File: src/rtl/bh_pkg.sv
package bh_pkg;
  localparam int unsigned HIST_W_DEF = 32;

  typedef enum logic {
    PKT_FLUSH = 1'b0,
    PKT_FULL  = 1'b1
  } pkt_kind_e;
endpackage

File: src/rtl/bh_msb_len.sv
module bh_msb_len #(
  parameter int unsigned W  = 32,
  parameter int unsigned LW = $clog2(W + 1)
) (
  input  logic [W-1:0]  vec,
  output logic [LW-1:0] len
);
  // Position of the highest set bit plus one; zero for an all-zero vector.
  always_comb begin
    len = '0;
    for (int i = 0; i < W; i++) begin
      if (vec[i]) len = LW'(i + 1);
    end
  end
endmodule

File: src/rtl/bh_shift_core.sv
module bh_shift_core
  import bh_pkg::*;
#(
  parameter int unsigned W = 32
) (
  input  logic         clk,
  input  logic         rst_n,
  input  logic         act,
  input  logic         ev_taken,
  input  logic         ev_skip,
  input  logic         flush,
  output logic         emit,
  output logic [W-1:0] emit_word,
  output pkt_kind_e    emit_kind
);
  localparam logic [W-1:0] STOP_ONLY = W'(1);

  logic [W-1:0] hist_q, hist_d, shifted, rearm;
  logic         ev, ev_bit;

  always_comb begin
    ev        = ev_taken | ev_skip;
    ev_bit    = ev_taken;
    shifted   = {hist_q[W-2:0], ev_bit};
    // A same-cycle event lands in the freshly re-armed register.
    rearm     = ev ? W'({1'b1, ev_bit}) : STOP_ONLY;
    hist_d    = hist_q;
    emit      = 1'b0;
    emit_word = hist_q;
    emit_kind = PKT_FLUSH;
    if (act && flush) begin
      emit   = 1'b1;
      hist_d = rearm;
    end else if (act && ev) begin
      if (shifted[W-1]) begin
        emit      = 1'b1;
        emit_word = shifted;
        emit_kind = PKT_FULL;
        hist_d    = STOP_ONLY;
      end else begin
        hist_d = shifted;
      end
    end
  end

  always_ff @(posedge clk or negedge rst_n) begin
    if (!rst_n) hist_q <= STOP_ONLY;
    else        hist_q <= hist_d;
  end

  AST_REARM_AFTER_EMIT: assert property (@(posedge clk) disable iff (!rst_n)
    emit |=> (hist_q < W'(4)));

  AST_FROZEN_WHEN_IDLE: assert property (@(posedge clk) disable iff (!rst_n)
    !act |=> $stable(hist_q));

  AST_TOP_NEVER_HELD: assert property (@(posedge clk) disable iff (!rst_n)
    !hist_q[W-1]);

  AST_MARKER_PRESENT: assert property (@(posedge clk) disable iff (!rst_n)
    hist_q != '0);
endmodule

File: src/rtl/bh_out_slot.sv
module bh_out_slot
  import bh_pkg::*;
#(
  parameter int unsigned W  = 32,
  parameter int unsigned LW = $clog2(W + 1)
) (
  input  logic          clk,
  input  logic          rst_n,
  input  logic          load,
  input  logic [W-1:0]  in_word,
  input  logic [LW-1:0] in_len,
  input  pkt_kind_e     in_kind,
  input  logic          ready,
  output logic          valid,
  output logic [W-1:0]  word,
  output logic [LW-1:0] len,
  output logic          full,
  output logic          stall
);
  assign stall = valid & ~ready;

  always_ff @(posedge clk or negedge rst_n) begin
    if (!rst_n) begin
      valid <= 1'b0;
      word  <= '0;
      len   <= '0;
      full  <= 1'b0;
    end else if (load) begin
      valid <= 1'b1;
      word  <= in_word;
      len   <= in_len;
      full  <= (in_kind == PKT_FULL);
    end else if (ready) begin
      valid <= 1'b0;
    end
  end

  AST_HOLD_STABLE: assert property (@(posedge clk) disable iff (!rst_n)
    (valid && !ready) |=> (valid && $stable(word) && $stable(len) && $stable(full)));

  AST_NO_LOAD_IN_STALL: assert property (@(posedge clk) disable iff (!rst_n)
    stall |-> !load);

  AST_FULL_AT_TOP: assert property (@(posedge clk) disable iff (!rst_n)
    (valid && full) |-> (word[W-1] && len == LW'(W)));

  AST_FLUSH_BELOW_TOP: assert property (@(posedge clk) disable iff (!rst_n)
    (valid && !full) |-> !word[W-1]);

  AST_LEN_MARKS_TOP: assert property (@(posedge clk) disable iff (!rst_n)
    valid |-> (len != '0 && word[len - LW'(1)]));
endmodule

File: src/rtl/branch_hist_acc.sv
module branch_hist_acc
  import bh_pkg::*;
#(
  parameter int unsigned HIST_W = HIST_W_DEF,
  localparam int unsigned LEN_W = $clog2(HIST_W + 1)
) (
  input  logic              clk,
  input  logic              rst_n,
  input  logic              trace_en,
  input  logic              hist_mode,
  input  logic              br_taken,
  input  logic              pred_skip,
  input  logic              flush,
  input  logic              pkt_ready,
  output logic              pkt_valid,
  output logic [HIST_W-1:0] pkt_word,
  output logic [LEN_W-1:0]  pkt_len,
  output logic              pkt_full
);
  logic              stall, act, emit;
  logic [HIST_W-1:0] emit_word;
  logic [LEN_W-1:0]  emit_len;
  pkt_kind_e         emit_kind;

  // Recording runs only in history mode with trace on and the output slot free.
  assign act = trace_en & hist_mode & ~stall;

  bh_shift_core #(.W(HIST_W)) u_core (
    .clk       (clk),
    .rst_n     (rst_n),
    .act       (act),
    .ev_taken  (br_taken),
    .ev_skip   (pred_skip),
    .flush     (flush),
    .emit      (emit),
    .emit_word (emit_word),
    .emit_kind (emit_kind)
  );

  bh_msb_len #(.W(HIST_W), .LW(LEN_W)) u_len (
    .vec (emit_word),
    .len (emit_len)
  );

  bh_out_slot #(.W(HIST_W), .LW(LEN_W)) u_slot (
    .clk     (clk),
    .rst_n   (rst_n),
    .load    (emit),
    .in_word (emit_word),
    .in_len  (emit_len),
    .in_kind (emit_kind),
    .ready   (pkt_ready),
    .valid   (pkt_valid),
    .word    (pkt_word),
    .len     (pkt_len),
    .full    (pkt_full),
    .stall   (stall)
  );

  AST_MODE_GATES_EMIT: assert property (@(posedge clk) disable iff (!rst_n)
    !(trace_en && hist_mode) |=> !pkt_valid || $stable(pkt_word));
endmodule

File: config.mk
export PLATFORM = sky130hd
export DESIGN_NAME = branch_hist_acc
export DESIGN_NICKNAME = d
export VERILOG_FILES = /design/src/rtl/bh_pkg.sv /design/src/rtl/bh_msb_len.sv /design/src/rtl/bh_shift_core.sv /design/src/rtl/bh_out_slot.sv /design/src/rtl/branch_hist_acc.sv
export SDC_FILE = /design/constraint.sdc
export NUM_CORES = 1
export LEC_CHECK = 0
export BUFFER_PORTS_ARGS = -buffer_cell sky130_fd_sc_hd__buf_2
export CAP_MARGIN = 20
export CORE_AREA = 2 2 73 89
export CTS_CLUSTER_DIAMETER = 120
export DETAILED_ROUTE_END_ITERATION = 10
export DIE_AREA = 0 0 75 91
export PLACE_DENSITY = 0.83
export SLEW_MARGIN = 15
export SYNTH_ARGS = -nofsm -noshare
export SYNTH_HDL_FRONTEND = slang
export SYNTH_SLANG_ARGS = --single-unit
File: constraint.sdc
create_clock -name clk -period 4.3 [get_ports clk]
set_input_delay 0.86 -clock clk [delete_from_list [all_inputs] [get_ports clk]]
set_output_delay 0.86 -clock clk [all_outputs]
set_load 0.05 [all_outputs]
==> metrics.csv <==
metric,value,unit
status,finished clean,
Fillers,487,
Register-to-Register Path Depth,6,
Clock transition at path regs,0.07,ns
Worst slew margin,0.4484,
GR Layer Usage met1,0.3837,
H-tree depth,3,
initial antenna violation count,0,
Synth Net Count,406,
Die Height,91,um
Post-synth EDFFs,0,
final setup fails,0,
Cell Rows,31,
aggregate global-route resource usage,0.2554,
Final Critical Period,2.526,ns
Via density,6.063,
CTS sink cnt,69,
Leakage,0.001826,uW
"antenna viol nets, final",0,
clock skew,0.005438,ns
Hold Slack,0.4730,ns
Post-Syn Instances,398,
Worst setup SP type,input pin,
count of final max-slew check failures,0,
global-route layer with the greatest usage,met1,
routed wire length,8036,um
final worst-path cycle share,0.5874,
num ports,48,
worst slew pin tran,0.8244,ns
setup tns final,0,ns
chip width,75,um
Top Family by Delay on Critical Path,simple AND/OR/NAND/NOR gates,
WP buf/inv,1,
iteration count of the initial detailed-routing pass,5,
post-layout util,0.6698,
pwr dens,336.2,nW/um2
Clock Tree Root,clkbuf_8,
die area,6825,um2
Critical Path Stages,7,
Mapped Avg Cell Area,9.079,um2
"Setup Fix Bufs, Post-CTS",0,
layout cells sized above 1,0.1844,
met3 usage,0.04218,
Hold Path Depth,2,
Max Cap Viol,0,
gpl congestion,0.9675,
DR vias,3062,
"slowest stage delay, CP",0.55,ns
Synth cell types,51,
Syn-to-layout area delta,10.01,%
CP Max Fanout,27,
vias in the first global route,2823,
Hold Path Class,flop to flop,
largest net degree at the start of global routing,50,
met2 global-route usage,0.3575,
RSZ-0062 raised after global routing,no,
worst skew pair latency,0.35,ns
CP most frequent cell,and2_1,
Worst EP required,4.58,ns
endpoints failing hold,0,
core box area,5934,um2
final layout net count,426,
CTS tree,yes,
Starting Density,0.6089,
synthesized area,3613,um2
gr ovfl total,0,
CTS resizes,0,
CP Capture Type,flop,
antenna fix cells,0,
Buffers on Ports,47,
Main synth FF type,dfrtp_1,
asr flop ratio synth,1.000,
CP Cell Sequence,buf_2 > and2_1 > nand4_2 > and2_1 > o311ai_0 > o211ai_1 > a21oi_1,
sequential-to-total area share from yosys stat,0.4782,
CP Class,input pin to flop,
worst path arrival time,2.80,ns
Synth Register Bits,69,
WL/cell,15.91,um
First DRT Iteration DRCs,286,
first-pass GRT wire length,13590,um
total CTS buffers,9,
highest clock rate,395.9,MHz
highest-delay cell along the critical path,nand4_2,
DRC,0,
CTS Hold Bufs,0,
CTS Buffer Depth,2,
"Warnings, synthesis",0,
HPWL after DPL,5494,um
peak supply drop,0.0001932,V
[final timing paths]
kind | from | end | slack (ns)
max in group asynchronous | rst_n | u_slot.word[22]$_DFFE_PN0P_ | 3.08
min reg2reg | u_slot.word[17]$_DFFE_PN0P_ | u_slot.word[17]$_DFFE_PN0P_ | 0.47
min in group asynchronous | rst_n | u_slot.word[31]$_DFFE_PN0P_ | 0.52
max | trace_en | u_slot.len[1]$_DFFE_PN0P_ | 1.77
min | u_slot.word[17]$_DFFE_PN0P_ | u_slot.word[17]$_DFFE_PN0P_ | 0.47
max reg2reg | u_core.hist_q[30]$_DFFE_PN0P_ | u_slot.len[1]$_DFFE_PN0P_ | 1.88
[metrics by stage]
step,total power [uW],std cells,area [um2],worst slack (ns)
global route,1393,505,3975,1.564
detailed placement,877.8,489,3795,1.433
finish,1336,505,3975,1.774
global placement,875.5,489,3795,1.512
CTS,1345,505,3973,1.788
floorplan,823.6,398,3613,1.994
[layout make-up]
type / instances / area (um2) / area share
Inverter: 16 / 60.06 / 0.01511
Sequential cell: 69 / 1728 / 0.4347
Clock buffer: 11 / 141.4 / 0.03557
Tap cell: 82 / 102.6 / 0.02581
Timing Repair Buffer: 53 / 282.8 / 0.07114
Clock inverter: 5 / 36.28 / 0.009128
Multi-Input combinational cell: 269 / 1624 / 0.4086
[state kept, by name, summed over array words and instances, names as in the netlist]
register,cells
u_core.hist_q,31
u_slot.len,5
u_slot.valid,1
u_slot.word,32
[worst reg2reg max path: cells and delay by family (launching register included)]
kind | cells | cell delay (ns)
AO/OA/AOI/OAI | 3 | 0.62
flip-flops | 1 | 0.53
AND/OR/NAND/NOR | 3 | 1.20
[synthesized netlist by cell type (6+ instances only)]
library cell	number	area (um2)
nor2_1	31	116.4
mux2i_1	12	120.1
a22o_1	29	254.0
nor4_1	6	37.54
a21oi_1	40	200.2
clkbuf_1	29	108.9
inv_1	16	60.06
o21ai_0	38	190.2
dfrtp_1	68	1702
nand2_1	43	161.4
buf_2	7	35.03
[layer usage]
layer  up-vias  part of all wire
met5         -                 0
met4         0             0.027
met3        20             0.074
met2       148              0.45
met1      1428              0.45
li1       1466                 -
[placed cells by master, fill, tap and decap left out, drive strengths merged, types with 2 or more instances in the layout]
master,Yosys,final
a2111oi,2,2
nor3,4,4
clkbuf,30,11
a22oi,4,4
nor2b,2,2
and2,5,5
o311ai,4,4
nand2,43,43
nand3,5,5
clkinvlp,0,3
a21o,4,4
mux2i,12,12
o221ai,2,2
a211oi,6,6
buf,14,53
clkinv,0,2
o31ai,2,2
nor2,31,31
inv,16,16
dfrtp,68,68
o22ai,2,2
nand2b,2,2
nand4,4,4
and3,3,3
nor4,6,6
or2,3,3
a21oi,40,40
o21ai,38,38
o32ai,2,2
a22o,29,29
o211ai,3,3
[where the power goes]
group / leakage [uW] / internal (uW) / total [uW] / switching [uW]
clock: 0.0000815 / 225 / 471 / 246
combinational: 0.000796 / 50.2 / 176 / 125
sequential: 0.000948 / 670 / 690 / 20.5
total: 0.00183 / 944 / 1340 / 392
[logic make-up after synthesis]
| family | Yosys count | share of synthesized area |
|---|---|---|
| AND/OR/NAND/NOR | 113 | 0.1499 |
| flip-flops | 69 | 0.4782 |
| multiplexers | 12 | 0.03324 |
| AO/OA/AOI/OAI | 144 | 0.2663 |
| buffers and inverters | 60 | 0.07237 |
Power figures use the tool's default switching activity.
